===== config.mk =====
export PLATFORM = sky130hd
export DESIGN_NAME = vic_top
export DESIGN_NICKNAME = d
export VERILOG_FILES = /design/src/rtl/vic_pkg.sv /design/src/rtl/vic_pend.sv /design/src/rtl/vic_prio.sv /design/src/rtl/vic_vec.sv /design/src/rtl/vic_top.sv
export SDC_FILE = /design/constraint.sdc
export NUM_CORES = 1
export LEC_CHECK = 0
export CAP_MARGIN = 20
export CORE_AREA = 2 2 74 104
export CTS_CLUSTER_SIZE = 8
export DETAILED_ROUTE_END_ITERATION = 8
export DIE_AREA = 0 0 76 106
export HOLD_SLACK_MARGIN = 0.15
export MAX_ROUTING_LAYER = met4
export PLACE_DENSITY_LB_ADDON = 0.25
export SLEW_MARGIN = 20
export SYNTH_ARGS = -nofsm -noshare
export SYNTH_HDL_FRONTEND = slang
export SYNTH_SLANG_ARGS = --single-unit

===== constraint.sdc =====
create_clock -name clk_i -period 4.3 [get_ports clk_i]
set_clock_uncertainty 0.2 [all_clocks]
set_input_delay 0.86 -clock clk_i [delete_from_list [all_inputs] [get_ports clk_i]]
set_output_delay 0.86 -clock clk_i [all_outputs]
set_load 0.01 [all_outputs]

===== src/rtl/vic_pkg.sv =====
package vic_pkg;
  typedef enum logic {
    ST_IDLE = 1'b0,
    ST_HOLD = 1'b1
  } vic_st_e;
endpackage


===== src/rtl/vic_pend.sv =====
module vic_pend #(
  parameter int N_SRC = 8
) (
  input  logic             clk_i,
  input  logic             rst_ni,
  input  logic [N_SRC-1:0] req_i,
  input  logic [N_SRC-1:0] clr_i,
  output logic [N_SRC-1:0] pend_o
);
  logic [N_SRC-1:0] req_q;
  logic [N_SRC-1:0] pend_q;

  for (genvar i = 0; i < N_SRC; i++) begin : g_bit
    always_ff @(posedge clk_i or negedge rst_ni) begin
      if (!rst_ni) begin
        req_q[i]  <= 1'b0;
        pend_q[i] <= 1'b0;
      end else begin
        req_q[i] <= req_i[i];
        // new edge wins over a same-cycle clear
        pend_q[i] <= (pend_q[i] & ~clr_i[i]) | (req_i[i] & ~req_q[i]);
      end
    end

    assert_set_edge_R2: assert property (@(posedge clk_i) disable iff (!rst_ni)
      $rose(pend_q[i]) |-> $past(req_i[i]));
    assert_clr_ack_R3: assert property (@(posedge clk_i) disable iff (!rst_ni)
      $fell(pend_q[i]) |-> $past(clr_i[i]));
  end

  assign pend_o = pend_q;
endmodule


===== src/rtl/vic_prio.sv =====
module vic_prio #(
  parameter int N_SRC = 8,
  parameter int IDX_W = $clog2(N_SRC)
) (
  input  logic [N_SRC-1:0] vld_i,
  output logic             any_o,
  output logic [IDX_W-1:0] idx_o
);
  always_comb begin
    idx_o = '0;
    for (int i = N_SRC - 1; i >= 0; i--) begin
      if (vld_i[i]) idx_o = IDX_W'(i);
    end
  end

  assign any_o = |vld_i;

  always_comb begin
    if (any_o) assert_win_set_R5: assert (vld_i[idx_o]);
  end
endmodule


===== src/rtl/vic_vec.sv =====
module vic_vec #(
  parameter int N_SRC  = 8,
  parameter int BASE_W = 16,
  parameter int OFF_W  = 8,
  parameter int IDX_W  = $clog2(N_SRC)
) (
  input  logic                   clk_i,
  input  logic                   rst_ni,
  input  logic                   base_we_i,
  input  logic [BASE_W-1:0]      base_i,
  input  logic [N_SRC*OFF_W-1:0] off_i,
  input  logic                   cap_i,
  input  logic [IDX_W-1:0]       win_i,
  output logic [BASE_W-1:0]      vec_o,
  output logic [IDX_W-1:0]       idx_o
);
  logic [OFF_W-1:0]  off_arr [N_SRC];
  logic [BASE_W-1:0] base_q;
  logic [BASE_W-1:0] sum;

  for (genvar i = 0; i < N_SRC; i++) begin : g_off
    assign off_arr[i] = off_i[i*OFF_W +: OFF_W];
  end

  assign sum = base_q + BASE_W'(off_arr[win_i]);

  always_ff @(posedge clk_i or negedge rst_ni) begin
    if (!rst_ni) base_q <= '0;
    else if (base_we_i) base_q <= base_i;
  end

  always_ff @(posedge clk_i or negedge rst_ni) begin
    if (!rst_ni) begin
      vec_o <= '0;
      idx_o <= '0;
    end else if (cap_i) begin
      vec_o <= sum;
      idx_o <= win_i;
    end
  end

  assert_cap_only_R4: assert property (@(posedge clk_i) disable iff (!rst_ni)
    !$past(cap_i) |-> $stable(idx_o));
endmodule


===== src/rtl/vic_top.sv =====
module vic_top
  import vic_pkg::*;
#(
  parameter int N_SRC  = 8,
  parameter int BASE_W = 16,
  parameter int OFF_W  = 8,
  localparam int IDX_W = $clog2(N_SRC)
) (
  input  logic                   clk_i,
  input  logic                   rst_ni,
  input  logic [N_SRC-1:0]       req_i,
  input  logic [N_SRC*OFF_W-1:0] off_i,
  input  logic                   base_we_i,
  input  logic [BASE_W-1:0]      base_i,
  input  logic                   sample_i,
  input  logic                   ack_i,
  input  logic [IDX_W-1:0]       ack_idx_i,
  input  logic                   gdis_i,
  output logic                   irq_o,
  output logic [BASE_W-1:0]      vec_o,
  output logic [IDX_W-1:0]       idx_o
);
  localparam logic [N_SRC-1:0] PF_MASK = N_SRC'(1);

  vic_st_e          st_q;
  logic [N_SRC-1:0] pend;
  logic [N_SRC-1:0] elig;
  logic [N_SRC-1:0] clr;
  logic [IDX_W-1:0] win;
  logic             any;
  logic             cap;
  logic             hit;
  logic             hold;

  assign hold = (st_q == ST_HOLD);
  assign elig = pend & (gdis_i ? PF_MASK : '1);
  assign cap  = sample_i & ~hold & any;
  assign hit  = hold & ack_i & (ack_idx_i == idx_o);
  assign clr  = hit ? (PF_MASK << idx_o) : '0;

  vic_pend #(.N_SRC(N_SRC)) u_pend (
    .clk_i (clk_i),
    .rst_ni(rst_ni),
    .req_i (req_i),
    .clr_i (clr),
    .pend_o(pend)
  );

  vic_prio #(.N_SRC(N_SRC), .IDX_W(IDX_W)) u_prio (
    .vld_i(elig),
    .any_o(any),
    .idx_o(win)
  );

  vic_vec #(.N_SRC(N_SRC), .BASE_W(BASE_W), .OFF_W(OFF_W), .IDX_W(IDX_W)) u_vec (
    .clk_i    (clk_i),
    .rst_ni   (rst_ni),
    .base_we_i(base_we_i),
    .base_i   (base_i),
    .off_i    (off_i),
    .cap_i    (cap),
    .win_i    (win),
    .vec_o    (vec_o),
    .idx_o    (idx_o)
  );

  always_ff @(posedge clk_i or negedge rst_ni) begin
    if (!rst_ni) st_q <= ST_IDLE;
    else if (hit) st_q <= ST_IDLE;
    else if (cap) st_q <= ST_HOLD;
  end

  // power fail is exempt from the global disable
  assign irq_o = hold & (~gdis_i | (idx_o == '0));

  assert_hold_R7: assert property (@(posedge clk_i) disable iff (!rst_ni)
    hold && $past(hold) |-> $stable(vec_o) && $stable(idx_o));
  assert_prio_R5: assert property (@(posedge clk_i) disable iff (!rst_ni)
    $rose(hold) |-> ($past(elig) & ((PF_MASK << idx_o) - PF_MASK)) == '0);
  assert_strobe_R4: assert property (@(posedge clk_i) disable iff (!rst_ni)
    $rose(hold) |-> $past(sample_i));
  assert_dis_R8: assert property (@(posedge clk_i) disable iff (!rst_ni)
    irq_o && gdis_i |-> idx_o == '0);
  assert_pend_held_R3: assert property (@(posedge clk_i) disable iff (!rst_ni)
    hold |-> pend[idx_o]);
endmodule


## Yosys cells after proc, flatten, opt, wreduce, memory -nomap -nowiden

Index checks and enable logic that the tools add are counted.

| word-level totals | value |
|---|---|
| input bits | 97 |
| output and inout port bits | 20 |
| bits in registers | 52 |

| cells by class | value |
|---|---|
| equality and inequality tests | 1 |
| multiplexer cells | 15 |
| shifts and indexed selects | 1 |
| add/subtract/negate cells | 1 |
| reduce and logical (&&, ||, !) cells | 3 |
| bitwise operators | 50 |
| $lt $le $gt $ge | 1 |

Operators with widths:

| kind | number |
|---|---|
| 8-bit 2-to-1 mux | 4 |
| 8-bit binary-select mux with 3-bit select | 1 |
| 3-bit 2-to-1 mux | 8 |
| 1-bit AND | 21 |
| 1-bit inverter | 18 |
| 16-bit by 8-bit adder with 16-bit output | 1 |
| 1-bit OR | 9 |
| 8-bit AND | 1 |
| 8-bit OR reduction | 1 |
| 1-bit by 3-bit << shifter with 8-bit output, first input constant | 1 |
| 4-bit >= comparator, second input constant | 1 |
| 3-bit inverter with 4-bit output | 1 |
| 3-bit equality test | 1 |
| 3-bit zero test | 1 |
| 1-bit 2-to-1 mux | 2 |
| 2-bit nonzero test | 1 |

## Longest topological paths before layout

| logic depth | value |
|---|---|
| depth after elaboration | 15 |
| depth in mapped cells | 13 |

## Modules after synthesis

Synthesis repeated with hierarchy kept, for this count alone.

| second synthesis, totals | value |
|---|---|
| cells, all modules | 288 |
| area, all modules | 3294.4 um2 |

Modules (own cells, without submodules):

| module | instances | cells an instance | area an instance (um2) |
|---|---|---|---|
| vic_vec | 1 | 202 | 2437.3 |
| vic_pend | 1 | 40 | 560.5 |
| vic_top | 1 | 33 | 215.2 |
| vic_prio | 1 | 13 | 81.3 |

## Least setup slack after synthesis

OpenSTA, ideal clock, no wires.

| timing path | value |
|---|---|
| kind | input-to-reg |
| start point | input port gdis_i |
| end point | register u_vec.vec_o[7] |
| data arrival time | 3.479 ns |
| stages on the path | 12 |
| buffers on the path | 1 |
| path slack | 0.497 ns |
| library setup time | 0.124 ns |
| cells stage by stage | nor4_1 o21ai_1 nand2_1 buf_2 a211oi_1 nor4_1 ha_1 a211oi_1 o21bai_1 a2111o_1 a21oi_1 o31ai_1 |

| on the way | value |
|---|---|
| word-level cells in the longest chain between the ends | 15 |
| elaborated cells on any way between the ends | 17 |
| classes of those cells | 1 x add/sub; 12 x mux; 3 x bitwise; 1 x reduce/logical |

RTL lines:

| element | line | source |
|---|---|---|
| from (decl) | vic_top.sv:18 | `input logic gdis_i,` |
| 8-bit 2-to-1 mux * | vic_top.sv:36 | `assign elig = pend & (gdis_i ? PF_MASK : '1);` |
| 8-bit AND * | vic_top.sv:36 |  |
| 3-bit 2-to-1 mux (8 in a row) | vic_prio.sv:12 | `if (vld_i[i]) idx_o = IDX_W'(i);` |
| 3-bit inverter with 4-bit output (implied by the code) | vic_vec.sv:25 | `assign sum = base_q + BASE_W'(off_arr[win_i]);` |
| 8-bit binary-select mux with 3-bit select | vic_vec.sv:25 |  |
| 8-bit 2-to-1 mux (implied by the code) (2 in a row) | vic_vec.sv:25 |  |
| 16-bit by 8-bit adder with 16-bit output | vic_vec.sv:25 |  |
| to (signal assigned) | vic_vec.sv:37 | `vec_o <= sum;` |
| to (decl) | vic_vec.sv:14 | `output logic [BASE_W-1:0] vec_o,` |

Mark *: on every way between the ends. The rest lies on a longest branch, timed or not. The select of a mux whose other input is x is not followed.
A chain may end at the register's enable or synchronous reset.

## Final worst setup path

| timing path | value |
|---|---|
| start point | input port gdis_i |
| end point | register u_vec.vec_o[11] |

Same word-level chain as after synthesis.

==> reports/qor.json <==
{
  "outcome": {"value": "finished, final reports clean"},
  "cts_htree_levels": {"value": 2},
  "setup_ws": {"value": 124, "unit": "ps"},
  "leakage": {"value": 1.94, "unit": "nW"},
  "maxSlewViolCount": {"value": 0},
  "netlist-cell-type-count": {"value": 43},
  "postSynthNetCount": {"value": 435},
  "critPathKind": {"value": "input port to flip-flop"},
  "largest_net_degree_at_the_start_of_global_routing": {"value": 53},
  "global_route.usage.total": {"value": 23.7, "unit": "%"},
  "syn-mean-instance-area": {"value": 9.26, "unit": "um2"},
  "critPathLaunch": {"value": "gdis_i"},
  "worstSetupStartpointType": {"value": "input port"},
  "tritoncts_clock_tree": {"value": "built"},
  "layout.nets": {"value": 581},
  "timing.critical_path.required": {"value": 4330, "unit": "ps"},
  "worst-path-max-fanout": {"value": 12},
  "post_drt_wl_per_cell": {"value": 15.9, "unit": "um"},
  "synthFlopType": {"value": "sky130_fd_sc_hd__dfrtp_1"},
  "port_buffers": {"value": 116},
  "design.die.area": {"value": 8060, "unit": "um2"},
  "postRouteWirelength": {"value": 9.14, "unit": "mm"},
  "fmax": {"value": 239, "unit": "MHz"},
  "tritoncts_num_sinks": {"value": 52},
  "syn-instance-count": {"value": 329},
  "p_sw_share": {"value": 33.1, "unit": "%"},
  "pwr_density_cell": {"value": 357, "unit": "nW/um2"},
  "drt-pass1-iter-count": {"value": 4},
  "chipHeight": {"value": 106, "unit": "um"},
  "min_from": {"value": "u_pend.req_q[0]"},
  "timing.critical_path.cells": {"value": "clkdlybuf4s50_1, nor4_2, o21ai_2, nand2_1, buf_4, a211oi_1, nor4_1, ha_1, o21ai_1, o21ai_0, a21oi_1, buf_4, or3_1, a31oi_1"},
  "antenna_left": {"value": 0},
  "final.period_utilization": {"value": 97.1, "unit": "%"},
  "synth-edff-count": {"value": 0},
  "floorplan.core_area": {"value": 7180, "unit": "um2"},
  "first_global_vias": {"value": 3178},
  "numCtsBuffers": {"value": 5},
  "crit_path_max_incr_delay": {"value": 530, "unit": "ps"},
  "ys.warnings.count": {"value": 0},
  "detailed_place_hpwl": {"value": 7.04, "unit": "mm"},
  "finish.utilization": {"value": 65.9, "unit": "%"},
  "combPwrFrac": {"value": 42.4, "unit": "%"},
  "synth.yosys.seq_area_share": {"value": 42.7, "unit": "%"},
  "antenna_found_initial": {"value": 0},
  "drv.max_cap_violation_count": {"value": 0},
  "worst_skew_pair.late_latency": {"value": 300, "unit": "ps"},
  "num_antenna_cells": {"value": 0},
  "die_w": {"value": 76, "unit": "um"},
  "vias_per_cell": {"value": 5.38},
  "critPathCaptureType": {"value": "flip-flop"},
  "finish_stage_setup_viols": {"value": 0},
  "clock-root-buffer": {"value": "sky130_fd_sc_hd__clkbuf_8"},
  "worst_slew_margin_rel": {"value": 48.9, "unit": "%"},
  "top_level_ports": {"value": 117},
  "global_route_wire_length_before_repair": {"value": 15.2, "unit": "mm"},
  "detailedRoute.firstIterationViolations": {"value": 180},
  "clock_transition_at_the_register_clock_pins_on_the_worst_setup_and_hold_paths_after_cts": {"value": 100, "unit": "ps"},
  "synth.ff_latch_count": {"value": 52},
  "post_route_cells_drive_above_1_share": {"value": 17.4, "unit": "%"},
  "floorplan.rows": {"value": 37},
  "start_util": {"value": 42.5, "unit": "%"},
  "power.share.sequential": {"value": 40.1, "unit": "%"},
  "grt.overflow.total": {"value": 0},
  "internal_power": {"value": 0.00113, "unit": "W"},
  "n_fill_cell": {"value": 594},
  "worst_slew_pin_slew": {"value": 764, "unit": "ps"},
  "critical_path.reg2reg.startpoint": {"value": "u_pend.pend_o[1]"},
  "critPathSlowestCell": {"value": "sky130_fd_sc_hd__nor4_1"},
  "detail_route.drc_violations": {"value": 0},
  "dpl_worst_slack": {"value": -353, "unit": "ps"},
  "p_sw": {"value": 0.000558, "unit": "W"},
  "critical-path-top-cell-by-count": {"value": "sky130_fd_sc_hd__buf_4"},
  "clk_path_buf_depth": {"value": 2},
  "total_via_count_in_the_routed_design": {"value": 3084},
  "min-delay-path-class": {"value": "flip-flop to flip-flop"},
  "vdd_drop_max": {"value": 0.242, "unit": "mV"},
  "post_synth_instance_area": {"value": 3050, "unit": "um2"},
  "fin_crit": {"value": 4180, "unit": "ps"},
  "hold_viol": {"value": 0},
  "asyncSetResetFlopFracSynth": {"value": 100, "unit": "%"},
  "clock_power_share": {"value": 17.6, "unit": "%"},
  "layout-area-overhead-vs-synth": {"value": 55.2, "unit": "%"},
  "place.gp.congestion": {"value": 0.927},
  "worstPathArrival": {"value": 4210, "unit": "ps"}
}
==> metal layers <==
metal | vias up | track usage [%] | share of wire (%)
met3 | 11 | 3.40 | 4.4
met2 | 103 | 42.1 | 53
met4 | 0 | 7.14 | 1.9
met5 | - | - | 0
met1 | 1448 | 28.1 | 41
li1 | 1522 | - | -
==> path summary, 6_finish.rpt <==
path / cells after the start / endpoint / slack (ps)
setup / recovery: 14 / u_vec.vec_o[11] / 120
hold / removal: 1 / u_pend.pend_o[0] / 220
setup reg to reg: 13 / u_vec.vec_o[11] / 690
hold reg to reg: 1 / u_pend.pend_o[0] / 220
max in group asynchronous: 2 / u_pend.pend_o[5] / 3010
min in group asynchronous: 2 / u_vec.vec_o[12] / 440
==> power groups by stage <==
stage	clock [W]	sequential, W	combinational, W
after CTS	0.000306	0.000678	0.000701
final	0.000297	0.000676	0.000715
after floorplan	0	0.000699	0.000283
after detailed placement	0	0.000686	0.000695
after global placement	0	0.000683	0.000682
after global routing	0.000326	0.000691	0.000785
==> repair_timing <==
item / CTS / global route
resized for setup: 1 / 22
buffers inserted: 0 / 0
pin swaps: 0 / 2
hold buffers: 0 / 0
setup endpoints to repair: 1 / 12
==> registers in the layout, summed over array words and instances, names as in the netlist <==
register       flops
u_vec.idx_o        3
hold               1
u_pend.req_q       8
u_pend.pend_o      8
u_vec.vec_o       16
u_vec.base_q      16
==> Yosys cell counts (all sizes together), types with 6 or more instances <==
cell / count / share of area [%]
a21oi: 7 / 1.1
ha: 8 / 3.3
inv: 13 / 1.6
or3: 6 / 1.2
nor2: 16 / 2.0
nand2: 30 / 3.7
mux2: 14 / 5.2
dfrtp: 52 / 43
buf: 6 / 1.1
a211oi: 34 / 8.4
clkbuf: 8 / 0.99
and3: 33 / 6.8
o21ai: 37 / 6.2
nand3: 6 / 0.99
nor3: 7 / 1.3
nor4: 10 / 2.1
xor2: 9 / 2.6
==> placed cells by master, fill, tap and decap left out, types with 2 or more instances in the layout <==
| cell type | Yosys | final |
|---|---|---|
| sky130_fd_sc_hd__a211oi_1 | 34 | 29 |
| sky130_fd_sc_hd__a211oi_2 | 0 | 5 |
| sky130_fd_sc_hd__a21oi_1 | 7 | 6 |
| sky130_fd_sc_hd__a31oi_1 | 5 | 5 |
| sky130_fd_sc_hd__and3_1 | 33 | 33 |
| sky130_fd_sc_hd__buf_4 | 2 | 34 |
| sky130_fd_sc_hd__buf_6 | 0 | 3 |
| sky130_fd_sc_hd__clkbuf_8 | 0 | 6 |
| sky130_fd_sc_hd__clkdlybuf4s50_1 | 0 | 115 |
| sky130_fd_sc_hd__dfrtp_1 | 52 | 52 |
| sky130_fd_sc_hd__ha_1 | 8 | 7 |
| sky130_fd_sc_hd__inv_1 | 13 | 13 |
| sky130_fd_sc_hd__mux2_2 | 14 | 14 |
| sky130_fd_sc_hd__nand2_1 | 30 | 29 |
| sky130_fd_sc_hd__nand2b_1 | 3 | 3 |
| sky130_fd_sc_hd__nand3_1 | 6 | 6 |
| sky130_fd_sc_hd__nor2_1 | 16 | 16 |
| sky130_fd_sc_hd__nor2b_1 | 2 | 2 |
| sky130_fd_sc_hd__nor3_1 | 6 | 5 |
| sky130_fd_sc_hd__nor3_2 | 1 | 2 |
| sky130_fd_sc_hd__nor4_1 | 10 | 6 |
| sky130_fd_sc_hd__nor4_2 | 0 | 4 |
| sky130_fd_sc_hd__o21ai_0 | 32 | 31 |
| sky130_fd_sc_hd__o21ai_1 | 4 | 3 |
| sky130_fd_sc_hd__o21ai_2 | 1 | 3 |
| sky130_fd_sc_hd__o31ai_1 | 2 | 2 |
| sky130_fd_sc_hd__or3_1 | 6 | 6 |
| sky130_fd_sc_hd__or4_1 | 2 | 2 |
| sky130_fd_sc_hd__xnor2_1 | 2 | 2 |
| sky130_fd_sc_hd__xor2_1 | 9 | 9 |
==> critical path, delay by kind of cell <==
kind                       cells  cell delay [ps]
adders and majority gates      1              320
AOI/OAI and AO/OA              6              910
and+or+nand+nor                4             1290
buffers and inverters          3              820
==> cell type report <==
cell class | instances | area [um2] | share of cell area (%)
inverters | 13 | 48.8 | 1.03
multi-input cells | 250 | 1720 | 36.3
well taps | 97 | 121 | 2.57
repair buffers | 153 | 1450 | 30.5
clock inverters | 2 | 13.8 | 0.291
flip-flops and latches | 52 | 1300 | 27.5
clock buffers | 6 | 82.6 | 1.75
==> through the flow <==
step | total power (W) | hold WS [ps] | TNS, ps | cell area, um2 | std cells
after floorplan | 0.000982 | 200 | 0 | 3050 | 329
after global placement | 0.00136 | 201 | -1420 | 4540 | 565
after detailed placement | 0.00138 | 213 | -2700 | 4540 | 565
after CTS | 0.00168 | 230 | 0 | 4640 | 573
after global routing | 0.00180 | 244 | -177 | 4730 | 573
final | 0.00169 | 223 | 0 | 4730 | 573
==> cells by family (layout without fill, tap and decap cells) <==
kind of cell    after synthesis  in the layout  share of synthesized area [%]
simple gates                121            121                           21.1
xor+xnor                     11             11                           3.16
compound gates               95             95                           20.2
flops                        52             52                           42.7
mux                          14             14                           5.17
buf+inv                      27            174                           3.74
fa+ha+maj                     9              9                           3.94
(Power assumes the default switching activity.)
